File: src/rtl/vsense_pkg.sv
package vsense_pkg;

    localparam int unsigned WAIT_DEF = 2;
    localparam int unsigned CFGB_DEF = 8;
    localparam int unsigned DATA_DEF = 6;
    localparam int unsigned CHW_DEF  = 4;

    typedef enum logic [2:0] {
        ST_IDLE,
        ST_MODE,
        ST_RELEASE,
        ST_SHIFT,
        ST_RUN,
        ST_PARK
    } seq_state_e;

endpackage

File: src/rtl/vsense_ctrl.sv
module vsense_ctrl
    import vsense_pkg::*;
#(
    parameter int unsigned WAIT_CYC = WAIT_DEF,
    parameter int unsigned CFG_BITS = CFGB_DEF,
    parameter int unsigned NCH      = 16
) (
    input  logic                clk,
    input  logic                rst,
    input  logic                start_i,
    input  logic                abort_i,
    input  logic [CFG_BITS-1:0] word_i,
    input  logic [NCH-1:0]      mask_i,
    output logic [CFG_BITS-1:0] word_q,
    output logic [NCH-1:0]      mask_q,
    output logic                mode_o,
    output logic                srst_o,
    output logic                strobe_o,
    output logic                load_o,
    output logic                go_o,
    output logic                run_o
);
    localparam int unsigned LONGEST = (WAIT_CYC > CFG_BITS) ? WAIT_CYC : CFG_BITS;
    localparam int unsigned CNT_W   = $clog2(LONGEST + 1);
    localparam logic [CNT_W-1:0] WAIT_LAST = CNT_W'(WAIT_CYC - 1);
    localparam logic [CNT_W-1:0] CFG_LAST  = CNT_W'(CFG_BITS - 1);

    seq_state_e       st;
    logic [CNT_W-1:0] cnt;

    always_ff @(posedge clk) begin
        if (rst || abort_i) begin
            st     <= ST_IDLE;
            cnt    <= '0;
            word_q <= '0;
            mask_q <= '0;
        end else begin
            unique case (st)
                ST_IDLE: begin
                    cnt <= '0;
                    if (start_i) begin
                        st     <= ST_MODE;
                        word_q <= word_i;
                        mask_q <= mask_i;
                    end
                end
                ST_MODE: begin
                    if (cnt == WAIT_LAST) begin
                        st  <= ST_RELEASE;
                        cnt <= '0;
                    end else begin
                        cnt <= cnt + 1'b1;
                    end
                end
                ST_RELEASE: begin
                    if (cnt == WAIT_LAST) begin
                        st  <= ST_SHIFT;
                        cnt <= '0;
                    end else begin
                        cnt <= cnt + 1'b1;
                    end
                end
                ST_SHIFT: begin
                    if (cnt == CFG_LAST) begin
                        st  <= (mask_q != '0) ? ST_RUN : ST_PARK;
                        cnt <= '0;
                    end else begin
                        cnt <= cnt + 1'b1;
                    end
                end
                default: cnt <= '0;
            endcase
        end
    end

    assign mode_o   = (st != ST_IDLE);
    assign srst_o   = (st == ST_IDLE) || (st == ST_MODE);
    assign strobe_o = (st == ST_SHIFT);
    assign run_o    = (st == ST_RUN);
    assign load_o   = (st == ST_RELEASE) && (cnt == WAIT_LAST) && !abort_i;
    assign go_o     = (st == ST_SHIFT) && (cnt == CFG_LAST) && (mask_q != '0) && !abort_i;

    // reset release only after mode has been up for the full wait
    a_r2_release_after_mode: assert property (@(posedge clk) disable iff (rst)
        $fell(srst_o) |-> mode_o && $past(mode_o));

    // strobe window never outlasts the configuration width
    a_r3_strobe_window: assert property (@(posedge clk) disable iff (rst)
        strobe_o |-> (cnt <= CFG_LAST));

    // abort drops mode and holds the sensor in reset on the next cycle
    a_r10_abort_idle: assert property (@(posedge clk) disable iff (rst)
        abort_i |=> !mode_o && srst_o && !strobe_o);
endmodule

File: src/rtl/vsense_shift.sv
module vsense_shift #(
    parameter int unsigned CFG_BITS = 8
) (
    input  logic                clk,
    input  logic                rst,
    input  logic                load_i,
    input  logic                shift_i,
    input  logic [CFG_BITS-1:0] word_i,
    output logic                sdata_o
);
    logic [CFG_BITS-1:0] sh;

    always_ff @(posedge clk) begin
        if (rst) begin
            sh <= '0;
        end else if (load_i) begin
            sh <= word_i;
        end else if (shift_i) begin
            sh <= {sh[CFG_BITS-2:0], 1'b0};
        end
    end

    assign sdata_o = shift_i ? sh[CFG_BITS-1] : 1'b0;
endmodule

File: src/rtl/vsense_sched.sv
module vsense_sched #(
    parameter int unsigned CH_W   = 4,
    parameter int unsigned DATA_W = 6
) (
    input  logic                     clk,
    input  logic                     rst,
    input  logic                     abort_i,
    input  logic                     load_i,
    input  logic                     go_i,
    input  logic                     run_i,
    input  logic [(1<<CH_W)-1:0]     mask_i,
    input  logic                     eoc_i,
    input  logic                     eos_i,
    input  logic [DATA_W-1:0]        data_i,
    output logic [CH_W-1:0]          chan_o,
    output logic                     res_valid_o,
    output logic [DATA_W-1:0]        res_data_o,
    output logic [CH_W-1:0]          res_chan_o,
    output logic                     res_last_o
);
    localparam int unsigned NCH = 1 << CH_W;

    function automatic logic [CH_W-1:0] next_en(input logic [NCH-1:0] m,
                                                 input logic [CH_W-1:0] c);
        logic [CH_W-1:0] r;
        logic [CH_W-1:0] idx;
        logic            hit;
        r   = c;
        hit = 1'b0;
        for (int i = 1; i <= NCH; i++) begin
            idx = CH_W'(int'(c) + i);
            if (!hit && m[idx]) begin
                r   = idx;
                hit = 1'b1;
            end
        end
        return r;
    endfunction

    logic            eoc_q;
    logic            eos_seen;
    logic [CH_W-1:0] cur;
    logic            fall;

    assign fall = run_i && eoc_q && !eoc_i;

    always_ff @(posedge clk) begin
        if (rst || abort_i) begin
            eoc_q       <= 1'b0;
            eos_seen    <= 1'b0;
            cur         <= '0;
            chan_o      <= '0;
            res_valid_o <= 1'b0;
            res_data_o  <= '0;
            res_chan_o  <= '0;
            res_last_o  <= 1'b0;
        end else begin
            eoc_q       <= eoc_i && run_i;
            res_valid_o <= 1'b0;
            if (run_i && eoc_i && eos_i) begin
                eos_seen <= 1'b1;
            end
            if (load_i) begin
                chan_o <= next_en(mask_i, '1);
            end
            if (go_i) begin
                cur    <= chan_o;
                chan_o <= next_en(mask_i, chan_o);
            end
            if (fall) begin
                res_valid_o <= 1'b1;
                res_data_o  <= data_i;
                res_chan_o  <= cur;
                res_last_o  <= eos_seen;
                eos_seen    <= 1'b0;
                cur         <= chan_o;
                chan_o      <= next_en(mask_i, chan_o);
            end
        end
    end

    // a result strobe is never two cycles long
    a_r6_single_pulse: assert property (@(posedge clk) disable iff (rst)
        res_valid_o |=> !res_valid_o);

    // only enabled channels are reported
    a_r7_enabled_only: assert property (@(posedge clk) disable iff (rst)
        res_valid_o |-> mask_i[res_chan_o]);

    // outside the running state no result can follow
    a_r9_quiet_unless_run: assert property (@(posedge clk) disable iff (rst)
        !run_i |=> !res_valid_o);
endmodule

File: src/rtl/vsense_seq.sv
module vsense_seq
    import vsense_pkg::*;
#(
    parameter int unsigned WAIT_CYC = WAIT_DEF,
    parameter int unsigned CFG_BITS = CFGB_DEF,
    parameter int unsigned DATA_W   = DATA_DEF,
    parameter int unsigned CH_W     = CHW_DEF
) (
    input  logic                  clk,
    input  logic                  rst,
    input  logic                  start_i,
    input  logic                  abort_i,
    input  logic [CFG_BITS-1:0]   cfg_word_i,
    input  logic [(1<<CH_W)-1:0]  ch_mask_i,
    output logic                  sens_mode_o,
    output logic                  sens_rst_o,
    output logic                  sens_cfg_o,
    output logic                  sens_sdata_o,
    output logic [CH_W-1:0]       sens_chan_o,
    input  logic                  sens_eoc_i,
    input  logic                  sens_eos_i,
    input  logic [DATA_W-1:0]     sens_data_i,
    output logic                  res_valid_o,
    output logic [DATA_W-1:0]     res_data_o,
    output logic [CH_W-1:0]       res_chan_o,
    output logic                  res_last_o
);
    localparam int unsigned NCH = 1 << CH_W;

    logic [CFG_BITS-1:0] word_q;
    logic [NCH-1:0]      mask_q;
    logic                load, go, run;

    vsense_ctrl #(
        .WAIT_CYC (WAIT_CYC),
        .CFG_BITS (CFG_BITS),
        .NCH      (NCH)
    ) u_ctrl (
        .clk      (clk),
        .rst      (rst),
        .start_i  (start_i),
        .abort_i  (abort_i),
        .word_i   (cfg_word_i),
        .mask_i   (ch_mask_i),
        .word_q   (word_q),
        .mask_q   (mask_q),
        .mode_o   (sens_mode_o),
        .srst_o   (sens_rst_o),
        .strobe_o (sens_cfg_o),
        .load_o   (load),
        .go_o     (go),
        .run_o    (run)
    );

    vsense_shift #(
        .CFG_BITS (CFG_BITS)
    ) u_shift (
        .clk     (clk),
        .rst     (rst),
        .load_i  (load),
        .shift_i (sens_cfg_o),
        .word_i  (word_q),
        .sdata_o (sens_sdata_o)
    );

    vsense_sched #(
        .CH_W   (CH_W),
        .DATA_W (DATA_W)
    ) u_sched (
        .clk         (clk),
        .rst         (rst),
        .abort_i     (abort_i),
        .load_i      (load),
        .go_i        (go),
        .run_i       (run),
        .mask_i      (mask_q),
        .eoc_i       (sens_eoc_i),
        .eos_i       (sens_eos_i),
        .data_i      (sens_data_i),
        .chan_o      (sens_chan_o),
        .res_valid_o (res_valid_o),
        .res_data_o  (res_data_o),
        .res_chan_o  (res_chan_o),
        .res_last_o  (res_last_o)
    );

    // channel select holds still across the configuration strobe
    a_r4_chan_steady: assert property (@(posedge clk) disable iff (rst)
        sens_cfg_o && $past(sens_cfg_o) |-> $stable(sens_chan_o));
endmodule

File: config.mk
export PLATFORM = sky130hd
export DESIGN_NAME = vsense_seq
export DESIGN_NICKNAME = d
export VERILOG_FILES = /design/src/rtl/vsense_pkg.sv /design/src/rtl/vsense_ctrl.sv /design/src/rtl/vsense_shift.sv /design/src/rtl/vsense_sched.sv /design/src/rtl/vsense_seq.sv
export SDC_FILE = /design/constraint.sdc
export NUM_CORES = 1
export LEC_CHECK = 0
export ABC_AREA = 0
export BUFFER_PORTS_ARGS = -buffer_cell sky130_fd_sc_hd__buf_4
export CELL_PAD_IN_SITES_DETAIL_PLACEMENT = 1
export CELL_PAD_IN_SITES_GLOBAL_PLACEMENT = 1
export CORE_UTILIZATION = 45
export DETAILED_ROUTE_END_ITERATION = 10
export GPL_TIMING_DRIVEN = 0
export PLACE_DENSITY_LB_ADDON = 0.25
export SETUP_SLACK_MARGIN = 0.02
export SYNTH_ARGS = -nofsm -noshare
export SYNTH_HDL_FRONTEND = slang
export SYNTH_SLANG_ARGS = --single-unit
File: constraint.sdc
create_clock -name clk -period 5.9 [get_ports clk]
set_clock_uncertainty 0.1 [all_clocks]
set_input_delay 1.18 -clock clk [delete_from_list [all_inputs] [get_ports clk]]
set_output_delay 1.18 -clock clk [all_outputs]
set_load 0.05 [all_outputs]
==> impl_results.md, run 1 <==
- Layout cells sized above 1: ~22%
- Root Buffer: clkbuf_8
- Ys async rst share: 0%
- Hold Violations, Final: 0
- Post-Syn Area: just under 5000 sq um
- Synth Net Count: ~660
- Worst setup EP type: flip-flop
- Critical Path AT: 5.74 ns
- Clk slew on worst S/H paths: roughly 0.08 ns
- H-tree depth: 3
- Vias in the first global route: ~5300
- Status: completed
- Final period utilization: 95.3%
- FF+latch count, synth: 61
- Crit Path Category: reg2reg
- Syn Inst Count: between 600 and 700
- Routed wire per std cell: about 22 microns
- Setup TNS: 0 ns
- Initial antenna violation count: 0
- Commonest register cell after synthesis: dfxtp_1
- Clk_lat worst skew: 0.34 ns
- Maximum vdd drop: between 100 and 150 uV
- 1st-iter DRT viols: 396
- Final Core Density: 54.5%
- Area delta synth->final: 18.3%
- Initial Util: between 40% and 50%
- Row Count: 38
- Fin nets: approximately 720
- Dpl cell area: between 5000 and 6000 sq um
- ANT nets after route: 0
- Total track usage: a little under a third
- DRT Pass-1 Iters: 5
- DRC violations left: 0
- Hold Crit Class: reg2reg
- Worst-margin pin slew: around 1.1 ns
- Die Y: between 100 and 150 microns
- Core Region: approximately 11000 sq um
- First-pass GRT wire length: between 20000 and 30000 microns
- Register area: 1220 sq um
- Syn Area/Cell: around 8.2 sq um
- Sequential share of the synthesized area: 24.5%
- Synth unique cells: 67
- Unrepaired setup endpoints after global routing: no
- Die area: ~11000 sq um
- Filler cells: between 1000 and 1500
- Clock Tree Buf Depth: 2
- Critical Path RT: about 6 ns
- Vias per inst: 6.26
- Final WL: 17700 microns
- Crit path launch type: flip-flop
- GPL Wtd Cong: around 0.95
- PD cells: 188 nW/um^2
- Max-Cap Viols: 0
- Slew Viols, Final: 0
- Max Clock Freq: ~0.18 GHz
- Multi-input logic area: between 3000 and 4000 sq um
- Diode count: 0
- Dpl hpwl: 13300 microns
- CTS buffer count: 9
- DR vias: between 5000 and 6000
- Gr ovfl total: 0
- Die Span X: approximately 110 microns
- Commonest non-fill, non-tap cell in the layout: nand2_1
- Commonest cells after routing, fill and taps aside: 115 x nand2_1, 60 x a21oi_1, 60 x dfxtp_1, 59 x nor2_1, 58 x buf_4
- Num ports: 56
- Setup Viol. Count Final: 0
- EDFF count, synth: 0
- Lkg Pwr: around 2.1 nW
- Rel. slew slack: a little under a quarter
- CTS tree: yes
- Count of warnings emitted by yosys: 0
- Total clock sinks: just over 60
- Finished layout cell area: about 5900 sq um
- Min Tclk post-route: between 5 and 6 ns
- Largest fanout on the critical path: 10
- Largest net degree at the start of global routing: 13
- # port buffers: 54
## state kept, by name (all words and copies together), names as in the netlist
| signal | count |
|---|---|
| u_ctrl.mask_q | 16 |
| u_ctrl.word_q | 8 |
| u_shift.sh | 8 |
| u_sched.res_data_o | 6 |
| u_ctrl.cnt | 4 |
| u_sched.chan_o | 4 |
| u_sched.cur | 4 |
| u_sched.res_chan_o | 4 |
| u_ctrl.st | 3 |
| u_sched.eoc_q | 1 |
| u_sched.eos_seen | 1 |
| u_sched.res_last_o | 1 |
| u_sched.res_valid_o | 1 |
## synthesized netlist by cell type (all sizes together) (2+ instances only)
cell | count | share of area [%]
or4 | 2 | 0.38
o211ai | 5 | 0.75
nor4b | 5 | 1.2
nor2 | 59 | 4.5
o22a | 2 | 0.35
nand2 | 115 | 8.7
mux2 | 8 | 1.8
a311oi | 5 | 0.88
a31oi | 6 | 0.75
nor4 | 5 | 0.63
a2111oi | 4 | 0.70
o311ai | 2 | 0.35
o21ai | 19 | 2.0
nand3b | 2 | 0.30
a21o | 5 | 0.75
or2 | 7 | 0.88
clkbuf | 44 | 3.3
nand4 | 2 | 0.25
mux4 | 37 | 17
xor2 | 7 | 1.2
and3 | 4 | 0.50
xnor2 | 7 | 1.2
o31ai | 3 | 0.45
buf | 12 | 1.5
a22oi | 2 | 0.30
ha | 10 | 2.5
nand2b | 4 | 0.50
nor2b | 2 | 0.25
clkinv | 2 | 0.15
dfxtp | 61 | 25
and2 | 6 | 0.75
nor3 | 7 | 0.70
mux2i | 31 | 6.2
a221oi | 3 | 0.53
inv | 14 | 1.1
nor3b | 3 | 0.55
a21boi | 2 | 0.30
a211oi | 10 | 1.5
o41ai | 3 | 0.68
nand3 | 11 | 1.1
a21oi | 60 | 6.0
## power by group
part	switching (mW)	leakage, nW	internal, mW
logic	0.101	1.47	0.0690
clock network	0.187	0.134	0.327
registers	0.00350	0.494	0.417
## critical path, stage by stage (launching register included)
cell	delay, ns
dfxtp_2	0.45
buf_2	0.29
clkbuf_4	0.30
clkbuf_2	0.33
clkinvlp_4	0.27
ha_1	0.33
buf_2	0.29
clkbuf_4	0.35
mux2i_1	0.22
mux4_2	0.37
mux2i_2	0.18
or4_4	0.57
buf_6	0.17
a2111oi_0	0.37
nor3_1	0.10
a211oi_1	0.25
a21oi_1	0.14
o41ai_1	0.40
## path summary, 6_finish.rpt
check / from / endpoint / depth (start not counted) / slack, ns
worst min-delay path: u_sched.res_data_o[2]$_SDFFE_PP0P_ / u_sched.res_data_o[2]$_SDFFE_PP0P_ / 2 / 0.36
worst min register to register: u_sched.res_data_o[2]$_SDFFE_PP0P_ / u_sched.res_data_o[2]$_SDFFE_PP0P_ / 2 / 0.36
worst max register to register: u_sched.chan_o[1]$_SDFFE_PP0P_ / u_sched.chan_o[3]$_SDFFE_PP0P_ / 17 / 0.28
worst max-delay path: u_sched.chan_o[1]$_SDFFE_PP0P_ / u_sched.chan_o[3]$_SDFFE_PP0P_ / 17 / 0.28
## kinds of logic after synthesis
group / count (synthesis) / synth area share [%]
buffers and inverters: 72 / 5.99
muxes: 76 / 24.9
DFF: 61 / 24.5
AOI/OAI and AO/OA: 139 / 17.8
and+or+nand+nor: 238 / 21.9
xor gates and xnor gates: 14 / 2.46
adders and majority gates: 10 / 2.52
## per-layer routing
| layer | GRT usage, % | wire length [microns] | part of all wire [%] | vias up |
|---|---|---|---|---|
| li1 | - | - | - | 2352 |
| met1 | 42.0 | 7610 | 43 | 2547 |
| met4 | 12.7 | 573 | 3.2 | 0 |
| met2 | 51.3 | 8420 | 47 | 205 |
| met5 | 0 | 0 | 0 | - |
| met3 | 5.71 | 1130 | 6.4 | 46 |
## area by class of cell
class                      instances  share of cell area [%]
sequential                        61                    20.8
clock buffer                       9                    2.10
timing repair buffer              57                    7.27
inverter                          16                    1.08
clock inverter                     7                    2.49
buffer                            56                    4.14
tap                              140                    2.98
multi-input combinational        477                    59.2
## repair_timing
| action | in CTS | in global routing |
|---|---|---|
| setup buffers | 0 | 3 |
| cloned | 0 | 0 |
| pin swaps | 0 | 1 |
| endpoints found under the setup margin | 4 | 4 |
| gates resized for setup | 2 | 8 |
| hold buffers | 0 | 0 |
## through the flow
| step | power (mW) | hold WS [ns] | worst slack (ns) | std cells |
|---|---|---|---|---|
| after global routing | 1.14 | 0.385 | 0.0967 | 823 |
| after detailed placement | 0.595 | 0.350 | -0.300 | 804 |
| final | 1.11 | 0.361 | 0.280 | 823 |
| after CTS | 1.11 | 0.356 | 0.0412 | 820 |
| after global placement | 0.590 | 0.343 | -0.172 | 804 |
| after floorplan | 0.535 | 0.331 | 0.826 | 610 |
Note: power is estimated with default switching activity, not from simulation.
==> inputs of run 2 (changes only) <==
- clock period: 5.9 -> 5.5 ns (I/O delays scaled with it)
==> run 2 against run 1 <==
  * Hold slack got worse by 0.0063 ns
  * Combinational power rose by 9%
  * Maximum frequency is 5.8% higher
  * Clock power rose by 7.8%
  * Via count fell by 0.29%
  * Largest cell class unchanged
==> impl_results.md, run 2 (synthesis results as in run 1) <==
- Status: completed
- Commonest non-fill, non-tap cell in the layout: nand2_1
- Rel. slew slack: 19.4%
- Biggest regs: u_ctrl.mask_q (16), u_ctrl.word_q (8), u_shift.sh (8)
- Total clock sinks: 61
- Max-Cap Viols: 0
- CP peak stage delay: 0.57 ns
- Max FFs per register: 16
- Clock Tree Buf Depth: 2
- PD cells: 202 nW/um^2
- Row Count: 38
- Worst Hold Path Cells: 2
- Slew Viols, Final: 0
- Maximum vdd drop: between 150 and 200 uV
- Sw Ratio: between 20% and 30%
- Critical Path AT: between 5 and 6 ns
- Clk slew on worst S/H paths: around 0.080 ns
- Crit path launch type: flip-flop
- Critical path's slowest cell: or4_4
- Die Y: approximately 110 microns
- # port buffers: 54
- Crit Path Category: reg2reg
- Final std cells w/o fill: 822
- Layout cells sized above 1: approximately 22%
- Finished layout cell area: slightly below 6000 sq um
- Power share of the combinational group: between 10% and 20%
- Hold Crit Class: reg2reg
- Unrepaired setup endpoints after global routing: no
- Hold Violations, Final: 0
- Vias in the first global route: 5302
- Clock share of power: a little under half
- Clk_lat worst skew: 0.34 ns
- Area delta synth->final: 18.4%
- Largest Register: u_ctrl.mask_q
- Final WL: ~18000 microns
- 1st-iter DRT viols: around 370
- Vias per inst: 6.25
- CTS tree: yes
- DRC violations left: 0
- Lkg Pwr: about 2.1 nW
- Initial antenna violation count: 0
- Worst r2r src: u_sched.chan_o[1]$_SDFFE_PP0P_
- Worst-margin pin slew: approximately 1.2 ns
- Fin nets: 723
- DRT Pass-1 Iters: 5
- Internal power: 0.874 mW
- Crit. Startpoint: u_sched.chan_o[1]$_SDFFE_PP0P_
- Initial Util: between 40% and 50%
- First-pass GRT wire length: approximately 28000 microns
- Commonest cells after routing, fill and taps aside: 115 x nand2_1, 60 x buf_4, 60 x a21oi_1, 60 x dfxtp_1, 59 x nor2_1
- Placed Instances: approximately 800
- Final period utilization: between 90% and 100%
- Core Region: approximately 11000 sq um
- Routed wire per std cell: roughly 22 microns
- CP cell instances: clkbuf_4 -> buf_4 -> clkbuf_4 -> clkinvlp_4 -> ha_1 -> buf_2 -> buf_4 -> mux2i_1 -> mux4_2 -> mux2i_2 -> or4_4 -> buf_6 -> nor3b_2 -> o211ai_1 -> o31ai_1 -> a21oi_1 -> o41ai_1
- Largest net degree at the start of global routing: 13
- Hold Startpoint: u_ctrl.word_q[0]$_SDFFE_PP0P_
- Gr ovfl total: 0
- Hold_ws: approximately 0.35 ns
- Reg power frac: around 38%
- Total track usage: between 30% and 40%
- Dpl hpwl: between 10000 and 15000 microns
- Diode count: 0
- Min Tclk post-route: 5.31 ns
- GPL Wtd Cong: 0.951
- Dpl cell area: 5560 sq um
- Root Buffer: clkbuf_8
- Reg2Reg Depth: 17
- CTS buffer count: 9
- Num ports: 56
- H-tree depth: 3
- Final Core Density: a little over half
- ANT nets after route: 0
- DR vias: around 5100
- Die area: about 11000 sq um
- Worst setup EP type: flip-flop
- Setup Viol. Count Final: 0
- Die Span X: between 100 and 150 microns
- Net Sw Power: around 0.32 mW
- Largest fanout on the critical path: 10
- Max Clock Freq: roughly 0.19 GHz
- Critical Path RT: between 5 and 6 ns
run 2: changes by cell type in the layout (fill, tap and decap cells not counted):
| cell | change |
|---|---|
| buf_4 | +2 |
| a2111oi_0 | -1 |
| a2111oi_1 | +1 |
| buf_2 | -1 |
| clkbuf_1 | -1 |
| clkbuf_2 | -1 |
run 2: final timing paths:
path,endpoint,slack [ns]
max,u_sched.chan_o[3]$_SDFFE_PP0P_,0.19
min,u_shift.sh[0]$_SDFFE_PP0P_,0.35
max reg2reg,u_sched.chan_o[3]$_SDFFE_PP0P_,0.19
min reg2reg,u_shift.sh[0]$_SDFFE_PP0P_,0.35
run 2: area by class of cell:
class	count	area, sq um
clock buffers	9	124
plain buffers	55	245
well taps	140	175
clock inverters	7	146
multi-input cells	477	3480
inverters	16	63.8
flip-flops and latches	61	1220
repair buffers	57	428
fillers	1335	4900
run 2: critical path: cells and delay by family, from the launching register on:
family          cells  cell delay, ns
compound gates      4            0.90
fa+ha+maj           1            0.31
buf+inv             7            1.74
flops               1            0.45
mux                 3            0.78
simple gates        2            0.88
run 2: through the flow:
stage	setup TNS [ns]	worst slack (ns)	power (mW)
floorplan	0	0.426	0.574
detailed placement	-2.48	-0.700	0.638
finish	0	0.187	1.19
CTS	0	0.0422	1.19
global placement	-1.83	-0.572	0.632
global route	0	0.0585	1.23
run 2: timing repair:
action	in CTS	in global routing
resized for setup	7	7
setup buffers	2	1
hold buffers	0	0
pin swaps	0	1
setup endpoints to repair	4	4
run 2: power by group through the flow:
stage / clock (mW) / sequential [mW] / combinational (mW)
3_5_place_dp: 0 / 0.462 / 0.177
4_1_cts: 0.556 / 0.451 / 0.178
6_report: 0.554 / 0.451 / 0.185
3_3_place_gp: 0 / 0.461 / 0.171
5_1_grt: 0.576 / 0.452 / 0.198
2_1_floorplan: 0 / 0.460 / 0.114
run 2: metal layers:
layer / vias up / global-route usage [%] / part of all wire [%]
li1: 2345 / - / -
met1: 2544 / 41.7 / 43
met2: 196 / 51.9 / 47
met3: 50 / 6.26 / 6.3
met4: 0 / 12.1 / 3.4
met5: - / 0 / 0
==> inputs of run 3 (changes only) <==
- CELL_PAD_IN_SITES_DETAIL_PLACEMENT: 1 -> 0
- CELL_PAD_IN_SITES_GLOBAL_PLACEMENT: 1 -> 2
- CORE_UTILIZATION: 45 -> 32
- clock period: 5.5 -> 4.8 ns (I/O delays scaled with it)
==> run 3 against run 2 <==
  * Final area is 3.8% higher
  * Critical path depth shrank 3
  * Sequential share of layout area fell by 0.71 points
  * Wire length decreased by 6.3%
  * Hold slack lost 0.0020 ns
  * Register-to-register slack improved by 0.04 ns
  * Utilization shrank 14 points
  * First-iteration DRC count down 0.27%
  * Sequential power up 15%
  * Die area rose by 40%
  * Setup slack improved by 0.037 ns
==> impl_results.md, run 3 (synthesis results as in run 1) <==
- Status: completed
- Vias per inst: approximately 5.6
- Initial antenna violation count: 0
- Final WL: approximately 17000 microns
- Worst setup EP type: flip-flop
- Rel. slew slack: roughly an eighth
- Gr ovfl total: 0
- DRT Pass-1 Iters: 4
- GPL Wtd Cong: 0.893
- DR vias: 4897
- Die Y: roughly 130 microns
- Most frequent CP cell: mux4_2
- Setup TNS: 0 ns
- PD cells: about 230 nW/um^2
- Biggest regs: u_ctrl.mask_q (16), u_ctrl.word_q (8), u_shift.sh (8)
- Register area: 1220 sq um
- H-tree depth: 3
- 1st-iter DRT viols: about 370
- Routed wire per std cell: 18.9 microns
- Final std cells w/o fill: 877
- Unrepaired setup endpoints after global routing: no
- Clk_lat worst skew: around 0.33 ns
- Layout cells sized above 1: a little under a quarter
- First-pass GRT wire length: between 20000 and 30000 microns
- CP peak stage delay: roughly 0.57 ns
- Sum of buffers and inverters on the critical path: 5
- Slew Viols, Final: 0
- Hold Crit Class: reg2reg
- Die area: about 16000 sq um
- Filler cells: around 1600
- Min Tclk post-route: 4.58 ns
- ANT nets after route: 0
- Placed Instances: 852
- Family with the most delay on the worst path: buffers and inverters
- Row Count: 45
- DRC violations left: 0
- CP cell instances: buf_8 -> clkbuf_8 -> inv_1 -> ha_1 -> buf_4 -> mux4_2 -> mux4_2 -> or4_4 -> or2_1 -> clkbuf_1 -> a2111oi_1 -> a211oi_1 -> a21oi_1 -> o41ai_1
- Fin nets: 730
- Initial Util: ~33%
- Maximum vdd drop: approximately 200 uV
- Vias in the first global route: 4880
- Hold Violations, Final: 0
- Commonest non-fill, non-tap cell in the layout: nand2_1
- Max FFs per register: 16
- Final period utilization: a little over nine tenths
- Core Region: between 15000 and 20000 sq um
- CTS tree: yes
- Worst Slack Setup Final: 0.224 ns
- Total track usage: between 20% and 30%
- Diode count: 0
- Dpl hpwl: ~13000 microns
- Largest fanout on the critical path: 16
- Clk slew on worst S/H paths: 0.05 ns
- Clock Tree Buf Depth: 2
- Commonest cells after routing, fill and taps aside: 114 x nand2_1, 67 x buf_4, 60 x a21oi_1, 60 x dfxtp_1, 59 x nor2_1
- Crit Path Category: reg2reg
- Max Clock Freq: about 0.22 GHz
- Critical path's slowest cell: mux4_2
- # port buffers: 54
- Power after layout: between 1 and 1.5 mW
- Worst-margin pin slew: between 1 and 1.5 ns
- Pre-CTS WS: -0.779 ns
- Largest Register: u_ctrl.mask_q
- Multi-input logic area: between 3000 and 4000 sq um
- Critical Path RT: between 4 and 5 ns
- Critical Path AT: around 4.7 ns
- Area delta synth->final: 22.8%
- Max-Cap Viols: 0
- Lkg Pwr: 2.16 nW
- Root Buffer: clkbuf_16
- Largest net degree at the start of global routing: 13
- Die Span X: between 100 and 150 microns
- Setup Viol. Count Final: 0
- Crit path launch type: flip-flop
- Num ports: 56
- Total clock sinks: ~60
- CTS buffer count: 9
run 3: power by group:
| part | total (mW) | internal (mW) | switching [mW] | leakage (nW) |
|---|---|---|---|---|
| sequential | 0.517 | 0.513 | 0.00373 | 0.494 |
| clock | 0.685 | 0.454 | 0.231 | 0.156 |
| combinational | 0.214 | 0.0915 | 0.122 | 1.51 |
| total | 1.42 | 1.06 | 0.357 | 2.16 |
run 3: repair_timing:
item                                    4_1_cts  5_1_grt
gates resized for setup                      23        6
endpoints found under the setup margin        4        4
setup buffers                                 6        5
pin swaps                                     1        2
hold buffers                                  0        0
run 3: cell type report:
class	count	share of cell area [%]
plain buffers	54	4.24
clock buffers	10	3.75
clock inverters	6	1.43
inverters	16	1.04
multi-input cells	477	57.7
flip-flops and latches	61	20.0
well taps	188	3.85
repair buffers	65	7.99
run 3: worst min-delay path, stage by stage, from the launching register on:
cell and delay (ns):
dfxtp_1 0.30, nand2_1 0.05, a21oi_1 0.05
run 3: path summary, 6_finish.rpt:
check | start | to | slack (ns) | cells past startpoint
max | u_sched.chan_o[1]$_SDFFE_PP0P_ | u_sched.chan_o[3]$_SDFFE_PP0P_ | 0.22 | 14
min | u_sched.cur[0]$_SDFFE_PP0P_ | u_sched.res_chan_o[0]$_SDFFE_PP0P_ | 0.35 | 2
max reg2reg | u_sched.chan_o[1]$_SDFFE_PP0P_ | u_sched.chan_o[3]$_SDFFE_PP0P_ | 0.22 | 14
min reg2reg | u_sched.cur[0]$_SDFFE_PP0P_ | u_sched.res_chan_o[0]$_SDFFE_PP0P_ | 0.35 | 2
run 3: metal layers:
layer  wire (microns)  part of all wire, %  vias up  track usage [%]
met5                0                    0        -                0
met4              465                  2.8        0             8.89
met3              688                  4.1       30             2.61
met2             7970                   48      143             36.4
met1             7480                   45     2367             27.7
li1                 -                    -     2357                -
run 3: per-stage QoR:
stage               hold slack (ns)  util [%]  instance area [sq um]
floorplan                     0.331         -                   4980
global placement              0.344      37.0                   5620
detailed placement            0.346      37.0                   5620
CTS                           0.355      39.9                   6070
global route                  0.368      40.2                   6110
finish                        0.352      40.2                   6110
